==> config.mk <==
export PLATFORM = sky130hd
export DESIGN_NAME = ondelay_timer
export DESIGN_NICKNAME = d
export VERILOG_FILES = /design/src/rtl/ondly_pkg.sv /design/src/rtl/ondly_prescale.sv /design/src/rtl/ondly_core.sv /design/src/rtl/ondelay_timer.sv
export SDC_FILE = /design/constraint.sdc
export NUM_CORES = 1
export LEC_CHECK = 0
export BUFFER_PORTS_ARGS = -buffer_cell sky130_fd_sc_hd__buf_2
export CAP_MARGIN = 15
export CORE_ASPECT_RATIO = 1.5
export CORE_MARGIN = 10
export CORE_UTILIZATION = 44
export DETAILED_ROUTE_END_ITERATION = 8
export SYNTH_ARGS = -nofsm -noshare
export SYNTH_HDL_FRONTEND = slang
export SYNTH_SLANG_ARGS = --single-unit
==> constraint.sdc <==
create_clock -name clk -period 4.2 [get_ports clk]
set_input_delay 0.42 -clock clk [delete_from_list [all_inputs] [get_ports clk]]
set_output_delay 0.42 -clock clk [all_outputs]
set_load 0.1 [all_outputs]
==> src/rtl/ondly_pkg.sv <==
package ondly_pkg;
    typedef enum logic {
        BASE_SHORT = 1'b0,
        BASE_LONG  = 1'b1
    } base_e;
endpackage

==> src/rtl/ondly_prescale.sv <==
module ondly_prescale #(
    parameter int FAST_DIV = 100000,
    parameter int SLOW_DIV = 100000000
) (
    input  logic clk,
    input  logic rst,
    input  logic run,
    input  logic base_sel,
    output logic tick
);
    import ondly_pkg::*;

    localparam int MAX_DIV = (FAST_DIV > SLOW_DIV) ? FAST_DIV : SLOW_DIV;
    localparam int CNT_W   = (MAX_DIV > 1) ? $clog2(MAX_DIV) : 1;
    localparam logic [CNT_W-1:0] FAST_LIM = CNT_W'(FAST_DIV - 1);
    localparam logic [CNT_W-1:0] SLOW_LIM = CNT_W'(SLOW_DIV - 1);

    typedef struct packed {
        logic [CNT_W-1:0] cnt;
    } pre_t;

    pre_t             st_d, st_q;
    logic [CNT_W-1:0] limit;
    logic             wrap;

    always_comb begin
        limit = (base_e'(base_sel) == BASE_LONG) ? SLOW_LIM : FAST_LIM;
        wrap  = (st_q.cnt >= limit);
        tick  = run && wrap;
        st_d  = st_q;
        if (!run || wrap) begin
            st_d.cnt = '0;
        end else begin
            st_d.cnt = st_q.cnt + 1'b1;
        end
    end

    always_ff @(posedge clk) begin
        if (rst) begin
            st_q <= '0;
        end else begin
            st_q <= st_d;
        end
    end

    // each completed interval restarts the divider
    assert_tick_restart_R3: assert property (@(posedge clk) disable iff (rst)
        tick |=> (st_q.cnt == '0));

    // an idle condition keeps the divider parked at zero
    assert_idle_parked_R5: assert property (@(posedge clk) disable iff (rst)
        !run |=> (st_q.cnt == '0));
endmodule

==> src/rtl/ondly_core.sv <==
module ondly_core #(
    parameter int ACC_W = 16
) (
    input  logic             clk,
    input  logic             rst,
    input  logic             cond,
    input  logic             tick,
    input  logic [ACC_W-1:0] preset,
    output logic [ACC_W-1:0] count,
    output logic             active,
    output logic             running,
    output logic             expired
);
    typedef struct packed {
        logic [ACC_W-1:0] acc;
        logic             en;
        logic             tt;
        logic             dn;
    } core_t;

    core_t            st_d, st_q;
    logic [ACC_W-1:0] nxt;

    always_comb begin
        st_d = st_q;
        nxt  = st_q.acc + {{(ACC_W-1){1'b0}}, tick};
        if (!cond) begin
            st_d = '0;
        end else begin
            st_d.en = 1'b1;
            if (st_q.acc >= preset) begin
                st_d.acc = preset;
                st_d.dn  = 1'b1;
                st_d.tt  = 1'b0;
            end else begin
                st_d.acc = nxt;
                st_d.dn  = (nxt == preset);
                st_d.tt  = (nxt != preset);
            end
        end
    end

    always_ff @(posedge clk) begin
        if (rst) begin
            st_q <= '0;
        end else begin
            st_q <= st_d;
        end
    end

    assign count   = st_q.acc;
    assign active  = st_q.en;
    assign running = st_q.tt;
    assign expired = st_q.dn;

    // the active flag follows the condition of the previous edge
    assert_active_follows_R1: assert property (@(posedge clk) disable iff (rst)
        !$past(rst) |-> (st_q.en == $past(cond)));

    // running implies active and excludes expired
    assert_running_excl_R2: assert property (@(posedge clk) disable iff (rst)
        st_q.tt |-> (st_q.en && !st_q.dn));

    // the count moves by at most one per edge unless clamped at expiry
    assert_count_step_R3: assert property (@(posedge clk) disable iff (rst)
        (st_q.en && $past(st_q.en)) |->
            ((st_q.acc == $past(st_q.acc)) || (st_q.acc == $past(st_q.acc) + 1'b1) || st_q.dn));

    // expiry keeps the active flag up and the running flag down
    assert_expired_state_R4: assert property (@(posedge clk) disable iff (rst)
        st_q.dn |-> (st_q.en && !st_q.tt));

    // an inactive timer holds nothing
    assert_cleared_R5: assert property (@(posedge clk) disable iff (rst)
        !st_q.en |-> ((st_q.acc == '0) && !st_q.tt && !st_q.dn));

    // the count never passes the preset seen at the previous edge
    assert_acc_clamp_R8: assert property (@(posedge clk) disable iff (rst)
        !$past(rst) |-> (st_q.acc <= $past(preset)));
endmodule

==> src/rtl/ondelay_timer.sv <==
module ondelay_timer #(
    parameter int ACC_W    = 16,
    parameter int FAST_DIV = 100000,
    parameter int SLOW_DIV = 100000000
) (
    input  logic             clk,
    input  logic             rst,
    input  logic             cond,
    input  logic             base_sel,
    input  logic [ACC_W-1:0] preset,
    output logic [ACC_W-1:0] count,
    output logic             active,
    output logic             running,
    output logic             expired
);
    logic tick;

    ondly_prescale #(
        .FAST_DIV (FAST_DIV),
        .SLOW_DIV (SLOW_DIV)
    ) u_prescale (
        .clk      (clk),
        .rst      (rst),
        .run      (cond),
        .base_sel (base_sel),
        .tick     (tick)
    );

    ondly_core #(
        .ACC_W (ACC_W)
    ) u_core (
        .clk     (clk),
        .rst     (rst),
        .cond    (cond),
        .tick    (tick),
        .preset  (preset),
        .count   (count),
        .active  (active),
        .running (running),
        .expired (expired)
    );

    // one edge after reset every output is back at zero
    assert_reset_clear_R9: assert property (@(posedge clk)
        $past(rst) |-> ((count == '0) && !active && !running && !expired));
endmodule

After elaboration in Yosys (flattened, before gate mapping). Index checks and enable logic that the tools add are counted.

Bits of input ports: 20. Logic and storage cells: 22. Register bits after elaboration: 46.

Bitwise logic cells: 1. Add/subtract/negate cells: 2. Reductions and logical operators: 6. Multiplexer cells: 4. Equality and inequality tests: 2. Order comparisons: 2.

Operators by type and width (count): adder 27 x 1 -> 27 bit (second input constant) (1); >= comparator 27 bit (1); 2-to-1 mux 27 bit (1); adder 16 x 1 -> 16 bit (1); == test 16 bit (1); >= comparator 16 bit (1); 2-to-1 mux 16 bit (1); != test 16 bit (1); OR reduction 2 bit (2); 2-to-1 mux 3 bit (1); OR reduction 3 bit (1); 2-to-1 mux 2 bit (1); logical AND 1 bit (1); logical NOT 1 bit (1); logical OR 1 bit (1); NOT 1 bit (1).

Longest topological paths before layout.
Depth in word-level cells: 7. Gate-level depth with buffers: 19. Depth with buffers taken out: 18.

Hierarchy. Synthesis repeated with hierarchy kept, for this count alone.

Cells, all modules: 381. Area, all modules: 3389.5 sq um.

Modules (own cells, without submodules): ondly_core (instances 1, area each 1700.4 sq um, sequential area each 380.4 sq um, cells each 206); ondly_prescale (instances 1, area each 1689.1 sq um, sequential area each 540.5 sq um, cells each 175).

Worst setup path before layout. Ideal clock, no wire load.

Kind: input port to flip-flop. Start point: in base_sel. End point: reg u_core.st_q (netlist bit u_core.expired). Data arrival time: 3.836 ns. Required time: 4.141 ns. Path buffers: 0. Slack: 0.305 ns. Stages on the path: 18. Cell sequence: inv_1 ha_1 nor4b_1 a31oi_1 nand2_1 a31o_2 a221oi_2 nor2_1 o21a_1 ha_1 ha_1 xor2_1 a211oi_1 nand4b_1 a2111oi_0 nand4_1 o31ai_2 and2_1.

Word-level cells in the longest chain between the ends: 6.

Ends and longest elaborated chain: from (decl) (line ondelay_timer.sv:9) `input logic base_sel,`; 2-to-1 mux 27 bit (line ondly_prescale.sv:27) `limit = (base_e'(base_sel) == BASE_LONG) ? SLOW_LIM : FAST_LIM;`; >= comparator 27 bit (line ondly_prescale.sv:28) `wrap = (st_q.cnt >= limit);`; logical AND 1 bit (line ondly_prescale.sv:29) `tick = run && wrap;`; adder 16 x 1 -> 16 bit (line ondly_core.sv:26) `nxt = st_q.acc + {{(ACC_W-1){1'b0}}, tick};`; == test 16 bit (line ondly_core.sv:37) `st_d.dn = (nxt == preset);`; 2-to-1 mux 2 bit (line ondly_core.sv:31) `if (st_q.acc >= preset) begin`; to (signal assigned) (line ondly_core.sv:47) `st_q <= st_d;`; to (decl) (line ondly_core.sv:21) `core_t st_d, st_q;`.

No other way between the ends. A chain may end at the register's enable or synchronous reset.

Final worst setup path.
Start point: in base_sel. End point: reg u_core.st_q (netlist bit u_core.running).

Word-level cells in the longest chain between the ends: 5.

Ends and longest elaborated chain: 2-to-1 mux 27 bit (line ondly_prescale.sv:27); >= comparator 27 bit (line ondly_prescale.sv:28); logical AND 1 bit (line ondly_prescale.sv:29); adder 16 x 1 -> 16 bit (line ondly_core.sv:26); != test 16 bit (line ondly_core.sv:38) `st_d.tt = (nxt != preset);`.

No other way between the ends.

==> results.txt <==
Leak Pwr: 1.53 nW
main area contributors after synthesis: dfxtp_1 28%, ha_1 12%, xnor2_1 8.4%
portion of synthesized cell area occupied by the leading cell type: 28.5%
Die Outline Area: 11,200 um^2
starting density of the core: 45.0%
measured slew at the worst slew-check pin: 910 ps
Die X-Extent: 90.0 um
terminus of the critical flop-to-flop path: u_core.running$_SDFF_PP0_
Reg clk slew, reported paths: 90 ps
Die Span Y: 125 um
flops & latches, synth: 46
maximum count of clock buffers along a single path: 2
Inst Count DP: 509
GRT overflow: 0
Hold Vio Cnt, Final: 0
Net Switching: 201 uW
share of async-settable or async-resettable flops after synthesis: 0%
clock sink count: 46
via-per-instance ratio: 5.28
Final Wtd Congestion: 0.852
pin count of the biggest net entering global routing: 21
average instance area after synthesis: 8.55 um^2
clock tree from TritonCTS: yes
H-tree levels: 2
max capacitance violation total: 0
type of element capturing the critical path: flop
worst r2r src: u_prescale.st_q[14]$_SDFF_PP0_
area inside the core boundary: 7180 um^2
final clock period utilization by the worst path: 92.8%
post-detailed-routing wire length: 7.84 mm
combined area of all synthesized cells: 3230 um^2
half-perimeter wire length after detailed placement: 6.24 mm
path class of the lowest-slack min-delay path: in2reg
peak ir drop on the vdd network: 0.0917 mV
combined global-route utilization of all metal layers: 14.4%
number of enable-type register cells in the synthesized netlist: 0
YS warnings: 0
f_max: 0.257 GHz
Antenna diodes: 0
number of input and output port buffers inserted: 38
Worst setup endpoint: u_core.running$_SDFF_PP0_
commonest cells in the netlist: 57 x nor2_1, 46 x dfxtp_1, 32 x ha_1, 31 x xnor2_1, 24 x inv_1
endpoint required time on the critical path: 4370 ps
Final Skew: 12.3 ps
total number of vias: 2,732
net switching fraction of the power: 25.2%
final-layout setup total negative slack: 0 ps
WP data arrival: 4060 ps
routed wire length per instance: 15.2 um
number of unique standard cell types used by synthesis: 53
number of iterations in the first detailed-routing pass: 4
most instantiated library cell after synthesis: nor2_1
placement row count: 38
result of the run: complete, no violations
number of antenna violations at the first check in global routing: 0
layout overhead on the synthesized area: 12.1%
share of final-layout standard cells stronger than drive strength 1: 17.0%
Clock power frac: 36.0%
Worst Path Class, Setup: in2reg
final setup fails: 0
area of all placed cells without fillers: 3620 um^2
cell-internal power: 597 uW
Final nets: 468
vias in the first global route: 2,829
wire length of the first global-routing pass: 13.4 mm
final number of max-transition violations: 0
R2R depth: 17
DRC errors left: 0
CTS root buf: clkbuf_8
power density cells: 220 nW/um^2
Top-Level Pins: 39
unrepaired setup endpoints after global routing: no
number of non-filler instances in the completed layout: 517
placed instance area: 3530 um^2
buffers inserted during post-CTS setup optimization: 0
normalized max-slew margin: 39.3%
synthesized net count: 430
worst-case register-to-register setup slack: 350 ps
part of the Yosys area used for sequential elements: 28.5%
cell type with the highest aggregate area in the netlist: dfxtp_1
clock latency reported for the late side of the worst-skew pair: 310 ps
kind of launch point of the worst setup path: input port
Comb pwr share: 9.1%
clock buffers created by TritonCTS: 5
synthesized instance count: 378
portion of total power attributed to sequential cells: 54.9%
post-route minimum period: 3900 ps
drt initial violations: 82
most used flip-flop cell after synthesis: dfxtp_1
remaining number of nets flagged by the antenna check after routing: 0
maximum fanout encountered on the critical timing path: 5
crit path launch: base_sel
[cell families (layout without fill, tap and decap cells)]
| family | Yosys count | count (layout) | share of synthesized area, % |
|---|---|---|---|
| AO/OA/AOI/OAI | 55 | 55 | 12.5 |
| adder cells (fa/ha/maj) | 32 | 32 | 12.4 |
| buffers and inverters | 38 | 77 | 5.30 |
| XOR/XNOR | 53 | 53 | 14.8 |
| flip-flops | 46 | 46 | 28.5 |
| multiplexers | 7 | 7 | 2.17 |
| AND/OR/NAND/NOR | 147 | 147 | 24.4 |
[final cells by class]
cell class	count	area, um^2
Sequential cell	46	922
Tap cell	100	125
Fill cell	716	3550
Clock inverter	1	5.00
Multi-Input combinational cell	294	2150
Timing Repair Buffer	45	243
Clock buffer	7	86.3
Inverter	24	90.1
[power groups by stage]
stage | clock, mW | sequential, mW | combinational, mW
after floorplan | 0 | 0.456 | 0.0390
after global placement | 0 | 0.449 | 0.0714
after detailed placement | 0 | 0.449 | 0.0729
after CTS | 0.300 | 0.439 | 0.0732
after global routing | 0.312 | 0.439 | 0.0813
final | 0.287 | 0.439 | 0.0726
[placed cells by master, fill, tap and decap left out, drive strengths merged, types with 2 or more instances in the layout]
| master | Yosys | routed |
|---|---|---|
| a2111oi | 2 | 2 |
| a211o | 2 | 2 |
| a211oi | 14 | 14 |
| a21o | 2 | 2 |
| a21oi | 7 | 7 |
| a221oi | 2 | 2 |
| and2 | 2 | 2 |
| and3 | 5 | 5 |
| and4 | 3 | 3 |
| buf | 9 | 45 |
| clkbuf | 5 | 7 |
| dfxtp | 46 | 46 |
| ha | 32 | 32 |
| inv | 24 | 24 |
| mux2i | 7 | 7 |
| nand2 | 15 | 15 |
| nand2b | 6 | 6 |
| nand3 | 20 | 20 |
| nand4 | 11 | 11 |
| nand4b | 4 | 4 |
| nor2 | 60 | 60 |
| nor2b | 6 | 6 |
| nor3 | 6 | 6 |
| nor4 | 6 | 6 |
| o211ai | 3 | 3 |
| o21a | 3 | 3 |
| o21ai | 12 | 12 |
| xnor2 | 31 | 31 |
| xor2 | 21 | 21 |
[worst min-delay path by stage]
stage	from	to	slack [ps]	cells past startpoint
after floorplan	u_prescale.st_q[0]$_SDFF_PP0_	u_prescale.st_q[0]$_SDFF_PP0_	410	1
after global placement	u_prescale.st_q[0]$_SDFF_PP0_	u_prescale.st_q[0]$_SDFF_PP0_	430	1
after detailed placement	u_prescale.st_q[0]$_SDFF_PP0_	u_prescale.st_q[0]$_SDFF_PP0_	450	1
after CTS	preset[7]	u_core.count[7]$_SDFF_PP0_	350	3
after global routing	preset[8]	u_core.count[8]$_SDFF_PP0_	380	3
final	preset[7]	u_core.count[7]$_SDFF_PP0_	360	3
[per-layer routing]
layer | GRT usage (%) | routed length [um] | vias to the layer above
li1 | - | - | 1402
met1 | 14.4 | 3040 | 1264
met2 | 27.3 | 4300 | 49
met3 | 3.17 | 245 | 17
met4 | 6.67 | 248 | 0
met5 | 0 | 0 | -
[state kept, by name, indices dropped and copies added (netlist names)]
register / count
u_prescale.st_q: 27
u_core.count: 16
u_core.active: 1
u_core.expired: 1
u_core.running: 1
[worst max-delay path, cell delays in order]
cell       delay (ps)
buf_2             120
inv_1             160
ha_1              270
nor4b_1           160
a31oi_1           180
nand2_1            70
a31o_2            250
a221oi_2          310
nor2_1             70
o21a_1            170
ha_1              220
ha_1              310
xor2_1            150
a211oi_1          180
nand4b_1          110
a2111oi_0         420
nand4_1           170
o31ai_2           260
nor2_1             60
[stage by stage]
step / hold WS, ps / total power [mW] / utilization, % / worst slack, ps
after floorplan: 412 / 0.495 / - / 305
after global placement: 426 / 0.520 / 49.2 / 66.2
after detailed placement: 451 / 0.522 / 49.2 / -4.14
after CTS: 350 / 0.812 / 50.5 / 282
after global routing: 383 / 0.832 / 50.5 / 0.108
final: 361 / 0.798 / 50.5 / 303
[repair_timing]
item | CTS | global route
endpoints found under the setup margin | 0 | 2
hold buffers | 0 | 0
gates resized for setup | 0 | 1
No activity file was read; power rests on OpenSTA's default activity.
